===== config.mk =====
export PLATFORM = sky130hd
export DESIGN_NAME = mem_bist_ctrl
export DESIGN_NICKNAME = d
export VERILOG_FILES = /design/src/rtl/mbist_pkg.sv /design/src/rtl/mbist_host_dec.sv /design/src/rtl/mbist_seq.sv /design/src/rtl/mbist_chk.sv /design/src/rtl/mem_bist_ctrl.sv
export SDC_FILE = /design/constraint.sdc
export NUM_CORES = 1
export LEC_CHECK = 0
export BUFFER_PORTS_ARGS = -buffer_cell sky130_fd_sc_hd__buf_2
export CORE_ASPECT_RATIO = 1.75
export CORE_MARGIN = 4
export CORE_UTILIZATION = 50
export DETAILED_ROUTE_END_ITERATION = 8
export PLACE_DENSITY = 0.88
export SLEW_MARGIN = 20
export SYNTH_ARGS = -nofsm -noshare
export SYNTH_HDL_FRONTEND = slang
export SYNTH_SLANG_ARGS = --single-unit

===== constraint.sdc =====
create_clock -name clk_i -period 2.6 [get_ports clk_i]
set_input_delay 0.39 -clock clk_i [delete_from_list [all_inputs] [get_ports clk_i]]
set_output_delay 0.39 -clock clk_i [all_outputs]
set_load 0.02 [all_outputs]

===== src/rtl/mbist_pkg.sv =====
package mbist_pkg;
  typedef enum logic [2:0] {
    PH_SETUP,
    PH_WRITE,
    PH_RDREQ,
    PH_CAPT,
    PH_CMP
  } phase_t;
endpackage


===== src/rtl/mbist_host_dec.sv =====
module mbist_host_dec #(
  parameter int REG_AW = 5,
  parameter logic [REG_AW-1:0] CMD_ADDR = 5'h03,
  parameter logic [REG_AW-1:0] STAT_ADDR = 5'h1C
) (
  input  logic              sel_i,
  input  logic              we_i,
  input  logic [REG_AW-1:0] addr_i,
  input  logic              wd_start_i,
  input  logic              busy_i,
  output logic              start_o,
  output logic              abort_o
);
  assign start_o = sel_i & we_i & (addr_i == CMD_ADDR) & wd_start_i & ~busy_i;
  // only status polling is tolerated during a run
  assign abort_o = sel_i & busy_i & (addr_i != STAT_ADDR);
endmodule


===== src/rtl/mbist_seq.sv =====
module mbist_seq
  import mbist_pkg::*;
#(
  parameter int ADDR_W = 6
) (
  input  logic              clk_i,
  input  logic              rst_ni,
  input  logic              start_i,
  input  logic              abort_i,
  input  logic              mis_i,
  output logic              busy_o,
  output logic [ADDR_W-1:0] addr_o,
  output logic              inv_o,
  output logic              cap_en_o,
  output logic              cmp_en_o,
  output logic              end_o,
  output logic              ram_en_o,
  output logic              ram_we_o
);
  localparam logic [ADDR_W-1:0] LAST_LOC = '1;

  phase_t            ph_q;
  logic              busy_q, inv_q;
  logic [ADDR_W-1:0] addr_q;
  logic              last_loc;

  assign last_loc = (addr_q == LAST_LOC);
  assign cap_en_o = busy_q & (ph_q == PH_CAPT);
  assign cmp_en_o = busy_q & (ph_q == PH_CMP);
  assign end_o    = cmp_en_o & ~abort_i & (mis_i | (last_loc & inv_q));
  assign ram_en_o = busy_q & ((ph_q == PH_WRITE) | (ph_q == PH_RDREQ));
  assign ram_we_o = busy_q & (ph_q == PH_WRITE);
  assign busy_o   = busy_q;
  assign addr_o   = addr_q;
  assign inv_o    = inv_q;

  always_ff @(posedge clk_i or negedge rst_ni) begin
    if (!rst_ni) begin
      busy_q <= 1'b0;
      ph_q   <= PH_SETUP;
      addr_q <= '0;
      inv_q  <= 1'b0;
    end else if (abort_i) begin
      busy_q <= 1'b0;
    end else if (start_i) begin
      busy_q <= 1'b1;
      ph_q   <= PH_SETUP;
      addr_q <= '0;
      inv_q  <= 1'b0;
    end else if (busy_q) begin
      case (ph_q)
        PH_SETUP: ph_q <= PH_WRITE;
        PH_WRITE: ph_q <= PH_RDREQ;
        PH_RDREQ: ph_q <= PH_CAPT;
        PH_CAPT:  ph_q <= PH_CMP;
        default: begin
          ph_q <= PH_SETUP;
          if (mis_i) begin
            busy_q <= 1'b0;
          end else if (last_loc) begin
            addr_q <= '0;
            if (inv_q) busy_q <= 1'b0;
            else       inv_q  <= 1'b1;
          end else begin
            addr_q <= addr_q + 1'b1;
          end
        end
      endcase
    end
  end

  a_r5_idle_quiet: assert property (@(posedge clk_i) disable iff (!rst_ni)
    !busy_q |-> !ram_en_o);
  a_r4_setup_to_write: assert property (@(posedge clk_i) disable iff (!rst_ni)
    (busy_q && ph_q == PH_SETUP && !abort_i) |=> (busy_q && ph_q == PH_WRITE));
  a_r5_read_follows_write: assert property (@(posedge clk_i) disable iff (!rst_ni)
    (ram_we_o && !abort_i) |=> (ram_en_o && !ram_we_o && addr_q == $past(addr_q)));
endmodule


===== src/rtl/mbist_chk.sv =====
module mbist_chk #(
  parameter int ADDR_W = 6,
  parameter int DATA_W = 16
) (
  input  logic              clk_i,
  input  logic              rst_ni,
  input  logic [ADDR_W-1:0] addr_i,
  input  logic              inv_i,
  input  logic              cap_en_i,
  input  logic              cmp_en_i,
  input  logic [DATA_W-1:0] rdata_i,
  output logic [DATA_W-1:0] wdata_o,
  output logic              mis_o
);
  localparam int PAD_W = DATA_W - ADDR_W;

  logic [DATA_W-1:0] addr_ext, pat, cap_q;

  generate
    if (PAD_W > 0) begin : g_pad
      assign addr_ext = {{PAD_W{1'b0}}, addr_i};
    end else begin : g_nopad
      assign addr_ext = addr_i[DATA_W-1:0];
    end
  endgenerate

  assign pat     = inv_i ? ~addr_ext : addr_ext;
  assign wdata_o = pat;

  always_ff @(posedge clk_i or negedge rst_ni) begin
    if (!rst_ni)       cap_q <= '0;
    else if (cap_en_i) cap_q <= rdata_i;
  end

  assign mis_o = cmp_en_i & (cap_q != pat);
endmodule


===== src/rtl/mem_bist_ctrl.sv =====
module mem_bist_ctrl #(
  parameter int ADDR_W = 6,
  parameter int DATA_W = 16,
  parameter int REG_AW = 5,
  parameter logic [REG_AW-1:0] CMD_ADDR = 5'h03,
  parameter logic [REG_AW-1:0] STAT_ADDR = 5'h1C
) (
  input  logic              clk_i,
  input  logic              rst_ni,
  input  logic              host_sel_i,
  input  logic              host_we_i,
  input  logic [REG_AW-1:0] host_addr_i,
  input  logic              host_wd_start_i,
  input  logic              irq_en_i,
  output logic              ram_en_o,
  output logic              ram_we_o,
  output logic [ADDR_W-1:0] ram_addr_o,
  output logic [DATA_W-1:0] ram_wdata_o,
  input  logic [DATA_W-1:0] ram_rdata_i,
  output logic              busy_o,
  output logic              offline_o,
  output logic              passed_o,
  output logic              failed_o,
  output logic [ADDR_W-1:0] fail_addr_o,
  output logic              irq_o
);
  logic              start, abort, busy, mis, inv, cap_en, cmp_en, fin;
  logic [ADDR_W-1:0] addr;
  logic              passed_q, failed_q, irq_q;
  logic [ADDR_W-1:0] fail_addr_q;

  mbist_host_dec #(.REG_AW(REG_AW), .CMD_ADDR(CMD_ADDR), .STAT_ADDR(STAT_ADDR)) u_dec (
    .sel_i(host_sel_i), .we_i(host_we_i), .addr_i(host_addr_i),
    .wd_start_i(host_wd_start_i), .busy_i(busy),
    .start_o(start), .abort_o(abort)
  );

  mbist_seq #(.ADDR_W(ADDR_W)) u_seq (
    .clk_i(clk_i), .rst_ni(rst_ni), .start_i(start), .abort_i(abort), .mis_i(mis),
    .busy_o(busy), .addr_o(addr), .inv_o(inv), .cap_en_o(cap_en), .cmp_en_o(cmp_en),
    .end_o(fin), .ram_en_o(ram_en_o), .ram_we_o(ram_we_o)
  );

  mbist_chk #(.ADDR_W(ADDR_W), .DATA_W(DATA_W)) u_chk (
    .clk_i(clk_i), .rst_ni(rst_ni), .addr_i(addr), .inv_i(inv),
    .cap_en_i(cap_en), .cmp_en_i(cmp_en), .rdata_i(ram_rdata_i),
    .wdata_o(ram_wdata_o), .mis_o(mis)
  );

  always_ff @(posedge clk_i or negedge rst_ni) begin
    if (!rst_ni) begin
      passed_q    <= 1'b0;
      failed_q    <= 1'b0;
      fail_addr_q <= '0;
      irq_q       <= 1'b0;
    end else begin
      irq_q <= 1'b0;
      if (abort || start) begin
        passed_q <= 1'b0;
        failed_q <= 1'b0;
      end else if (fin) begin
        passed_q <= ~mis;
        failed_q <= mis;
        if (mis) fail_addr_q <= addr;
        irq_q <= irq_en_i;
      end
    end
  end

  assign ram_addr_o  = addr;
  assign busy_o      = busy;
  assign offline_o   = busy;
  assign passed_o    = passed_q;
  assign failed_o    = failed_q;
  assign fail_addr_o = fail_addr_q;
  assign irq_o       = irq_q;

  a_r1_start_busy: assert property (@(posedge clk_i) disable iff (!rst_ni)
    start |=> busy_o);
  a_r6_passed_low: assert property (@(posedge clk_i) disable iff (!rst_ni)
    busy_o |-> !passed_o);
  a_r7_fail_excl: assert property (@(posedge clk_i) disable iff (!rst_ni)
    failed_o |-> !passed_o);
  a_r8_irq_pulse: assert property (@(posedge clk_i) disable iff (!rst_ni)
    irq_o |=> !irq_o);
  a_r10_abort_quiet: assert property (@(posedge clk_i) disable iff (!rst_ni)
    abort |=> (!busy_o && !irq_o && !passed_o && !failed_o));
endmodule


== Word level (Yosys, flattened, before mapping) ==
Cells that the tools add are included.
Word-level totals
  bits in registers: 36
  output and inout port bits: 35
  logic and storage cells: 78
Cells by class
  add/sub/neg operators: 1
  eq/ne operators: 10
  mux-type cells: 27
  bitwise operators: 21
  reduce and logical (&&, ||, !) cells: 10
Operators with widths (number)
  6-bit two-way mux: 5
  1-bit two-way mux: 18
  16-bit two-way mux: 1
  16-bit inequality test: 1
  6-bit NOT with 16-bit output: 1
  1-bit AND: 14
  3-bit one-hot mux with 4 select lines: 1
  6-bit by 1-bit adder with 6-bit output, second input constant: 1
  3-bit by 2-bit equality test with 1-bit output, second input constant: 2
  6-bit equality test, second input constant: 1
  3-bit two-way mux: 2
  2-bit nonzero test: 3
  5-bit by 2-bit equality test with 1-bit output, second input constant: 1
  5-bit inequality test, second input constant: 1
  5-bit AND reduction: 1
  1-bit NOT: 4
  4-bit AND reduction: 1
  4-bit OR reduction: 1
  3-bit by 1-bit equality test with 1-bit output, second input constant: 1
  3-bit equality test, second input constant: 1
  3-bit logical NOT: 1
  3-bit AND reduction: 1
  2-bit by 1-bit inequality test with 1-bit output, second input constant: 1
  2-bit inequality test, second input constant: 1
  other kinds (3): 4

== Longest topological paths before layout ==
Gate-level depths: netlist of run 1.
  word-level depth: 9
  gate-level depth with buffers: 8
  depth with buffers taken out: 7

== Cells and area by module ==
Synthesis of run 1 repeated with hierarchy kept, for this count alone.
Second synthesis, totals
  cells, all modules: 187
  area total of the unflattened synthesis: 1989.4 µm²
Modules (own cells, without submodules)
  mbist_chk: times used 1, cells each 82, area an instance 884.6 µm²
  mbist_seq: times used 1, cells each 75, area an instance 658.1 µm²
  mem_bist_ctrl: times used 1, cells each 25, area an instance 402.9 µm²
  mbist_host_dec: times used 1, cells each 5, area an instance 43.8 µm²

== Worst setup path after synthesis of run 1 ==
OpenSTA, ideal clock, no wires.
  kind: reg-to-reg
  start point: register u_seq.addr_q[3] (netlist: u_seq.addr_o[3])
  end point: register fail_addr_q[0] (netlist: fail_addr_o[0])
  setup time: 0.125 ns
  arrival time: 2.176 ns
  data required time: 2.475 ns
  path slack: 0.299 ns
  cell stages (with the launch flop): 9
  path buffers: 2
  clock period less this slack: 2.301 ns
  cell sequence: dfrtp_1 buf_2 xnor2_1 or4_4 a22oi_2 a31oi_1 and2_1 buf_6 mux2_4
Between the ends
  word-level cells in the longest chain between the ends: 7
  elaborated cells on any way between the ends: 9
  classes of those cells: 2 x eq/ne; 1 x mux; 5 x bitwise; 1 x reduce/logical
RTL lines
  from (decl): line mbist_seq.sv:24  | logic [ADDR_W-1:0] addr_q;
  from (signal assigned): line mbist_seq.sv:65  | addr_q <= addr_q + 1'b1;
  6-bit NOT with 16-bit output: line mbist_chk.sv:27  | assign pat = inv_i ? ~addr_ext : addr_ext;
  16-bit two-way mux: line mbist_chk.sv:27
  16-bit inequality test: line mbist_chk.sv:35  | assign mis_o = cmp_en_i & (cap_q != pat);
  1-bit AND: line mbist_chk.sv:35
  1-bit bitwise OR: line mbist_seq.sv:30  | assign end_o = cmp_en_o & ~abort_i & (mis_i | (last_loc & inv_q));
  1-bit AND: line mbist_seq.sv:30
  3-bit AND reduction (no line) (*)
  to (signal assigned): line mem_bist_ctrl.sv:64  | if (mis) fail_addr_q <= addr;
  to (decl): line mem_bist_ctrl.sv:30  | logic [ADDR_W-1:0] fail_addr_q;
Mark *: on every way between the ends. The rest lies on a longest branch, timed or not.
A chain may end at the register's enable or synchronous reset.

== Worst setup path after layout of run 1 ==
  start point: register u_seq.addr_q[3] (netlist: u_seq.addr_o[3])
  end point: register u_seq.addr_q[4] (netlist: u_seq.addr_o[4])
Between the ends
  word-level cells in the longest chain between the ends: 6
  elaborated cells on any way between the ends: 13
  classes of those cells: 1 x add/sub; 3 x eq/ne; 6 x mux; 2 x bitwise; 1 x reduce/logical
RTL lines (line)
  6-bit by 1-bit adder with 6-bit output (tied with other cells): mbist_seq.sv:65
  6-bit two-way mux / 16-bit two-way mux (equally long branches): mbist_seq.sv:60, mbist_chk.sv:27
  6-bit two-way mux / 16-bit inequality test (equally long branches): mbist_seq.sv:58, mbist_chk.sv:35
  6-bit two-way mux / 1-bit AND (equally long branches): mbist_seq.sv:51, mbist_chk.sv:35
  6-bit two-way mux / 2-bit inequality test (equally long branches)
  6-bit two-way mux / 4-bit AND reduction (equally long branches)
Parallel ways exist; a longest one is shown, timed or not. The select of a mux whose other input is x is not followed.

==> out/qor.txt, run 1 <==
status -> finished, final reports clean
crit end category -> flip-flop
Worst path max stage delay -> 0.57 ns
CP max stage cell -> or4_4
Post-synth ARST share -> 1.00
Distinct cells, synth -> 54
setup TNS -> 0 ns
ANT nets after route -> 0
kind of critical path -> reg2reg
number of synthesized flops with an enable pin -> 0
die area -> 5080 um2
# DRC -> 0
Max Cap Viol -> 0
Inserted Clock Buffers -> 5
placed wire-length estimate -> 3.49 mm
worst vdd ir -> 0.383 mV
largest area contributor in the netlist -> dfrtp_1
worst-path maximum fanout -> 11
Clock transition at path regs -> 0.07 ns
Slew Limit Headroom -> 0.477
min cycle time layout -> 2.21 ns
Clock Path Buffers -> 2
final hold violations -> 0
share of layout cells above drive strength 1 -> 0.415
vias per std cell -> 5.56
# port buffers -> 61
Post-Syn Nets -> 207
post-synthesis register bit count -> 36
antenna violations before repair -> 0
min-delay worst type -> in2async
Worst Tran Pin Value -> 0.784 ns
die width -> 55.6 um
H-tree Lvls -> 2
delay-heaviest family, CP -> simple AND/OR/NAND/NOR gates
Synth Area per Inst -> 11.1 um2
Tot GR Track Use -> 0.186
WP buf/inv -> 1
vias in the first global route -> 1571
CORE AREA -> 3870 um2
Clock Skew -> 0.00648 ns
Worst setup SP type -> flip-flop
Post-CTS Resized -> 0
Setup Fix Bufs, Post-CTS -> 0
Pleak -> 1.16 nW
Mapped Cells -> 179
initial DRC count -> 46
first-pass GRT wire length -> 7.35 mm
part of the cycle the worst path needs -> 0.850
Seq/Total Area, Yosys -> 0.454
max-slew violations -> 0
via count -> 1580
Clock Latency Late Sink -> 0.29 ns
dominant synthesized flop cell -> dfrtp_1
clock sinks -> 36
grt total ovfl -> 0
row count -> 30
pwr/cell area -> 547 nW/um2
gpl congestion -> 0.882
clk root buf -> clkbuf_8
largest net degree at the start of global routing -> 37
post-place instance area -> 2290 um2
final core occ -> 0.614
yosys warns -> 0
Detailed Routing Iterations Pass 1 -> 5
Final #Nets -> 264
Die Height -> 91.4 um
Final Cell Area -> 2370 um2
final setup fails -> 0
top-level I/O count -> 62
RSZ-0062 raised after global routing -> false
fillers -> 342
# hold bufs at CTS -> 0
CP Data Required Time -> 2.80 ns
Detailed Route WL -> 4.56 mm
synthesized cell area -> 1990 um2
CTS tree -> done
CP cell instances -> xnor2_1 -> or4_4 -> a22oi_2 -> a31oi_1 -> buf_4 -> and3b_1 -> mux2i_1
synth top area cells -> dfrtp_1 (45%), mux2_1 (4.5%), mux2_2 (4.5%)
top-area cell type share of the netlist area -> 0.454
starting density of the core -> 0.514
FMAX -> 0.453 GHz
Antenna Cells -> 0
WL per Instance -> 16.1 um
critical path arrival -> 2.41 ns
synth-to-layout area growth -> 19.5%
[through the flow]
| stage | std cells | total power [W] | worst slack (ns) | hold WS [ns] |
|---|---|---|---|---|
| final | 284 | 0.00130 | 0.390 | 0.180 |
| after detailed placement | 277 | 0.000936 | 0.407 | 0.492 |
| after global placement | 277 | 0.000929 | 0.471 | 0.490 |
| after CTS | 284 | 0.00130 | 0.377 | 0.205 |
| after floorplan | 179 | 0.000838 | 0.299 | 0.0944 |
| after global routing | 284 | 0.00136 | 0.257 | 0.242 |
[metal layers]
metal  vias up  track usage  routed length (um)  share of wire
li1        752            -                   -              -
met1       763        0.199                1650           0.36
met2        53        0.338                2560           0.56
met3        12       0.0484                 258          0.057
met4         0       0.0730                 103          0.023
met5         -            0                   0              0
[cell usage after synthesis, drive strengths merged, types with 2 or more instances]
cell,n
dfrtp,36
or3,2
a22o,2
a21oi,4
o211ai,2
clkbuf,5
xor2,8
nor3b,2
nor3,2
o31ai,4
nor2,7
xnor2,4
nand2,13
a31oi,3
a22oi,3
inv,5
mux2,22
nand3,4
o21ai,2
nand4,4
and4,3
buf,16
nor4,3
and3,3
[worst reg2reg max path: cells and delay by family (launching register included)]
kind / cells / cell delay (ns)
AOI/OAI and AO/OA: 2 / 0.31
xor gates and xnor gates: 1 / 0.18
buffers and inverters: 1 / 0.20
DFF: 1 / 0.39
muxes: 1 / 0.22
and+or+nand+nor: 2 / 0.81
[worst paths after layout]
kind	startpoint	slack [ns]	to	depth (start not counted)
worst max-delay path	u_seq.addr_o[3]	0.39	u_seq.addr_o[4]	7
worst min-delay path	rst_ni	0.18	u_chk.cap_q[1]	1
worst max register to register	u_seq.addr_o[3]	0.39	u_seq.addr_o[4]	7
worst min register to register	fail_addr_o[3]	0.51	fail_addr_o[3]	1
max in group asynchronous	rst_ni	1.92	fail_addr_o[3]	1
min in group clk_i	ram_rdata_i[10]	0.32	u_chk.cap_q[10]	2
[cells by family (layout without fill, tap and decap cells)]
family | count (synthesis) | after routing | share of synthesized area
AOI/OAI and AO/OA | 29 | 29 | 0.115
xor gates and xnor gates | 12 | 12 | 0.0529
adders and majority gates | 1 | 1 | 0.00630
buffers and inverters | 26 | 83 | 0.0756
DFF | 36 | 36 | 0.454
muxes | 23 | 23 | 0.141
and+or+nand+nor | 52 | 52 | 0.156
[state kept, by name, indices dropped and copies added (netlist names)]
signal	count
u_seq.ph_q	3
u_seq.addr_o	6
passed_o	1
u_seq.busy_o	1
u_chk.cap_q	16
irq_o	1
failed_o	1
u_seq.inv_o	1
fail_addr_o	6
[cells in the final DEF (no fill, tap or decap), drive strengths merged, types with 4 or more instances in the layout]
cell / netlist / layout
buf: 16 / 71
nand4: 4 / 4
xor2: 8 / 8
clkbuf: 5 / 6
a21oi: 4 / 4
mux2: 22 / 22
inv: 5 / 5
dfrtp: 36 / 36
nor2: 7 / 7
nand3: 4 / 4
xnor2: 4 / 4
nand2: 13 / 13
o31ai: 4 / 4
[power by group]
part / total [W] / internal, W / switching [W]
registers: 0.000639 / 0.000601 / 0.0000387
clock network: 0.000373 / 0.000182 / 0.000191
logic: 0.000286 / 0.000118 / 0.000168
[final cells by class]
| class | count | area (um2) | area share |
|---|---|---|---|
| Timing Repair Buffer | 71 | 380 | 0.160 |
| Multi-Input combinational cell | 117 | 935 | 0.394 |
| Clock inverter | 1 | 5.00 | 0.00211 |
| Clock buffer | 6 | 72.6 | 0.0306 |
| Inverter | 5 | 18.8 | 0.00791 |
| Tap cell | 48 | 60.1 | 0.0253 |
| Sequential cell | 36 | 901 | 0.380 |
No activity file was read; power rests on OpenSTA's default activity.
==> run 2: changes to the inputs <==
Clock period 2.6 ns to 2.1 ns, I/O delays scaled along.
==> run 2 against run 1 <==
- the flow now finishes with violations (setup timing)
- sequential share of layout area is 2.4 points lower
- sequential power is 23% higher
- critical path depth is 1 lower
- final area is 7.1% higher
- via count is 5.4% higher
- worst setup slack worse by 0.47 ns
==> out/qor.txt, run 2 (synthesis results as in run 1) <==
worst-path maximum fanout -> 6
Final #Nets -> 277
antenna violations before repair -> 0
Clock transition at path regs -> 0.08 ns
via count -> 1666
crit end category -> flip-flop
Hold Slack -> 0.0971 ns
grt total ovfl -> 0
fillers -> 298
most frequent cells in the layout -> buf_2 (62), dfrtp_1 (33), buf_4 (21)
placed wire-length estimate -> 3.63 mm
Tot GR Track Use -> 0.198
row count -> 30
switching share of total power -> 0.308
Inserted Clock Buffers -> 5
Setup WS pre-CTS -> -0.114 ns
min-delay worst type -> in2async
Clock Latency Late Sink -> 0.29 ns
CTS tree -> done
WP buf/inv -> 0
Slew Limit Headroom -> 0.471
min cycle time layout -> 2.18 ns
part of the cycle the worst path needs -> 1.04
worst vdd ir -> 0.660 mV
clock sinks -> 36
H-tree Lvls -> 2
Clk pwr share -> 0.309
Worst setup SP type -> flip-flop
vias in the first global route -> 1692
initial DRC count -> 69
clk root buf -> clkbuf_8
CP cell instances -> xnor2_4 -> or4_4 -> o211ai_2 -> a31oi_2 -> and2_4 -> mux2_4
failing checks -> setup timing
# DRC -> 0
delay-heaviest family, CP -> simple AND/OR/NAND/NOR gates
largest net degree at the start of global routing -> 37
# port buffers -> 61
# hold bufs at CTS -> 0
vias per std cell -> 5.59
final setup fails -> 12
CP Data Required Time -> 2.27 ns
Flop pwr share -> 0.465
top-level I/O count -> 62
ANT nets after route -> 0
Reg with most FFs -> u_chk.cap_q
starting density of the core -> 0.514
switching power -> 0.000522 W
Die Height -> 91.4 um
WL per Instance -> 15.9 um
Antenna Cells -> 0
die area -> 5080 um2
Post-Layout Cell Count -> 298
max-slew violations -> 0
kind of critical path -> reg2reg
RSZ-0062 raised after global routing -> true
CP max stage cell -> or4_4
Detailed Route WL -> 4.75 mm
Placed Cells -> 289
number of flip-flops in the largest register -> 16
Tot Pwr -> 0.00170 W
Combinational Power Share -> 0.226
FMAX -> 0.459 GHz
Clock Path Buffers -> 2
synth-to-layout area growth -> 28.0%
final hold violations -> 0
first-pass GRT wire length -> 7.91 mm
Worst path max stage delay -> 0.53 ns
Detailed Routing Iterations Pass 1 -> 4
pwr/cell area -> 668 nW/um2
status -> finished, violations left
Pleak -> 1.23 nW
critical path arrival -> 2.35 ns
Max Cap Viol -> 0
Cell Int Power -> 0.00118 W
Worst Tran Pin Value -> 0.793 ns
gpl congestion -> 0.949
die width -> 55.6 um
most common cell after layout, fill and taps aside -> buf_2
CORE AREA -> 3870 um2
post-route setup slack -> -0.0774 ns
share of layout cells above drive strength 1 -> 0.484
Clock Skew -> 0.00755 ns
==> run 2: cell types whose count changed in the layout (fill, tap and decap cells not counted), sizes merged <==
cell / before / now
buf: 71 / 84
clkinvlp: 0 / 2
clkinv: 1 / 0
==> run 2: what timing repair did <==
action                                  CTS  global route
pin swaps                                 1             3
gates resized for setup                   5             3
gates cloned                              0             1
setup buffers                             0             0
endpoints found under the setup margin   11            15
==> run 2: per-stage QoR <==
stage                     utilization  area [um2]  setup TNS, ns
final                           0.657        2540         -0.666
after global placement          0.623        2410         -0.328
after floorplan                     -        2020          -1.32
after detailed placement        0.623        2410         -0.724
after global routing            0.657        2540          -1.90
after CTS                       0.653        2530         -0.172
==> run 2: final cells by class <==
type / count / area (um2) / share of cell area
Clock buffer: 6 / 82.6 / 0.0325
Clock inverter: 2 / 15.0 / 0.00591
Inverter: 5 / 18.8 / 0.00739
Multi-Input combinational cell: 117 / 981 / 0.386
Sequential cell: 36 / 905 / 0.356
Tap cell: 48 / 60.1 / 0.0236
Timing Repair Buffer: 84 / 479 / 0.189
==> run 2: final timing paths <==
| kind | startpoint | end | slack [ns] | cells past startpoint |
|---|---|---|---|---|
| worst max-delay path | u_chk.cap_q[4] | fail_addr_o[4] | -0.08 | 6 |
| worst min-delay path | rst_ni | u_chk.cap_q[2] | 0.1 | 1 |
| worst max register to register | u_chk.cap_q[4] | fail_addr_o[4] | -0.08 | 6 |
| worst min register to register | fail_addr_o[2] | fail_addr_o[2] | 0.52 | 1 |
| max in group asynchronous | rst_ni | u_seq.inv_o | 1.44 | 1 |
| min in group clk_i | ram_rdata_i[11] | u_chk.cap_q[11] | 0.23 | 2 |
==> run 2: per-layer routing <==
metal / up-vias / share of wire / GRT usage
li1: 780 / - / -
met1: 817 / 0.36 / 0.210
met2: 56 / 0.57 / 0.363
met3: 13 / 0.051 / 0.0555
met4: 0 / 0.022 / 0.0771
met5: - / 0 / 0
==> run 2: power groups by stage <==
stage	registers (W)	clock network, W	logic (W)
3_5_place_dp	0.000803	0	0.000380
4_1_cts	0.000790	0.000527	0.000386
3_3_place_gp	0.000798	0	0.000371
5_1_grt	0.000797	0.000557	0.000416
6_report	0.000789	0.000525	0.000383
2_1_floorplan	0.000832	0	0.000213
==> run 3: changes to the inputs <==
Settings changed: CAP_MARGIN set to 25, CORE_UTILIZATION 50 to 46, CTS_CLUSTER_SIZE set to 8, PLACE_DENSITY 0.88 to 0.86.
Clock period 2.1 ns to 1.8 ns, I/O delays scaled along.
==> run 3 against run 2 <==
- the run still ends with setup timing left
- largest cell class unchanged
- total power is 17% higher
- sequential share of layout area is 1.9 points lower
- clock-buffer cell count is 1 higher
- register-to-register slack worse by 0.33 ns
- critical endpoint is now u_seq.addr_o[2]
- clock skew is 0.0050 ns lower
- critical path type unchanged
- critical path depth is 2 higher
- hold slack better by 0.090 ns
==> out/qor.txt, run 3 (synthesis results as in run 1) <==
ANT nets after route -> 0
synth-to-layout area growth -> 35.6%
CP max stage cell -> or4_4
Reg with most FFs -> u_chk.cap_q
Detailed Route WL -> 5.18 mm
CP cell instances -> xnor2_4 -> or4_4 -> a22oi_2 -> a31oi_1 -> buf_4 -> buf_4 -> o211ai_1 -> o31ai_2
Slew Limit Headroom -> 0.688
WL per Instance -> 16.4 um
Max Cap Viol -> 0
hold-critical path depth -> 2
Worst R2R Path Depth -> 8
CTS tree -> done
FMAX -> 0.454 GHz
gpl congestion -> 0.876
Clock Path Buffers -> 2
share of layout cells above drive strength 1 -> 0.536
via count -> 1745
met1 WL -> 1.86 mm
status -> finished, violations left
row count -> 31
most common cell after layout, fill and taps aside -> buf_2
Final #Nets -> 294
Inserted Clock Buffers -> 5
Clock Skew -> 0.00251 ns
crit end category -> flip-flop
# DRC -> 0
final setup fails -> 17
Clock transition at path regs -> 0.07 ns
Final Cell Area -> 2690 um2
fillers -> 341
worst-path maximum fanout -> 9
die width -> 57.7 um
met3 WL -> 372 um
die area -> 5470 um2
clk root buf -> clkbuf_8
min-delay worst type -> in2reg
top-level I/O count -> 62
final hold violations -> 0
post-route setup slack -> -0.405 ns
most frequent cells in the layout -> buf_2 (61), buf_4 (38), dfrtp_1 (31)
Pleak -> 1.32 nW
DR WL met2 -> 2.75 mm
part of the cycle the worst path needs -> 1.22
Worst setup SP type -> flip-flop
critical path arrival -> 2.37 ns
Tot GR Track Use -> 0.199
# port buffers -> 61
most frequent cell on the critical path -> buf_4
clock sinks -> 36
largest net degree at the start of global routing -> 21
CORE AREA -> 4150 um2
grt total ovfl -> 0
placed wire-length estimate -> 3.95 mm
initial DRC count -> 42
first-pass GRT wire length -> 8.24 mm
setup TNS -> -5.43 ns
min cycle time layout -> 2.20 ns
worst vdd ir -> 0.650 mV
Worst Tran Pin Value -> 0.461 ns
kind of critical path -> reg2reg
number of flip-flops in the largest register -> 16
pwr/cell area -> 737 nW/um2
vias in the first global route -> 1785
CP Data Required Time -> 1.97 ns
vias per std cell -> 5.52
RSZ-0062 raised after global routing -> true
Antenna Cells -> 0
highest routed layer -> met4
post-place instance area -> 2500 um2
max-slew violations -> 0
starting density of the core -> 0.478
Detailed Routing Iterations Pass 1 -> 4
Clock Latency Late Sink -> 0.29 ns
failing checks -> setup timing
H-tree Lvls -> 2
Worst path max stage delay -> 0.53 ns
Die Height -> 94.9 um
antenna violations before repair -> 0
Tot Pwr -> 0.00198 W
## run 3: path summary, 6_finish.rpt
check	from	end	slack, ns
hold reg to reg	fail_addr_o[5]	fail_addr_o[5]	0.51
min in group asynchronous	rst_ni	u_chk.cap_q[3]	0.45
setup / recovery	u_chk.cap_q[4]	u_seq.addr_o[2]	-0.40
max in group asynchronous	rst_ni	u_chk.cap_q[4]	0.81
setup reg to reg	u_chk.cap_q[4]	u_seq.addr_o[2]	-0.40
hold / removal	ram_rdata_i[7]	u_chk.cap_q[7]	0.19
## run 3: metal layers
layer / track usage / vias up
met5: 0 / -
met4: 0.0967 / 0
met3: 0.0561 / 19
met1: 0.217 / 831
li1: - / 817
met2: 0.346 / 78
## run 3: area by class of cell
type,instances,area [um2],area share
inverters,5,18.8,0.00697
well taps,49,61.3,0.0228
repair buffers,101,612,0.227
clock inverters,1,7.51,0.00279
multi-input cells,117,1000,0.371
clock buffers,7,86.3,0.0321
flip-flops and latches,36,907,0.337
## run 3: worst max-delay path: cells and delay by family (launching register included)
| family | cells | cell delay [ns] |
|---|---|---|
| and+or+nand+nor | 1 | 0.53 |
| DFF | 1 | 0.45 |
| AOI/OAI and AO/OA | 4 | 0.61 |
| xor gates and xnor gates | 1 | 0.15 |
| buffers and inverters | 2 | 0.34 |
## run 3: what timing repair did
action | in CTS | in global routing
setup buffers | 3 | 3
endpoints found under the setup margin | 16 | 20
gates resized for setup | 3 | 8
pin swaps | 1 | 4
hold buffers | 1 | 0
endpoints found under the hold margin | 18 | 0
## run 3: per-stage QoR
step	hold slack [ns]	utilization	cells	worst slack (ns)
floorplan	-0.0256	-	179	-0.464
global placement	0.243	0.602	301	-0.367
detailed placement	0.243	0.602	301	-0.444
CTS	0.181	0.634	313	-0.387
global route	0.192	0.649	316	-0.505
finish	0.187	0.649	316	-0.405
## run 3: where the power goes
part | internal [W] | leakage [nW] | switching [W] | total [W]
sequential | 0.000869 | 0.445 | 0.0000417 | 0.000911
clock | 0.000311 | 0.0445 | 0.000280 | 0.000590
combinational | 0.000211 | 0.836 | 0.000271 | 0.000482
total | 0.00139 | 1.32 | 0.000592 | 0.00198
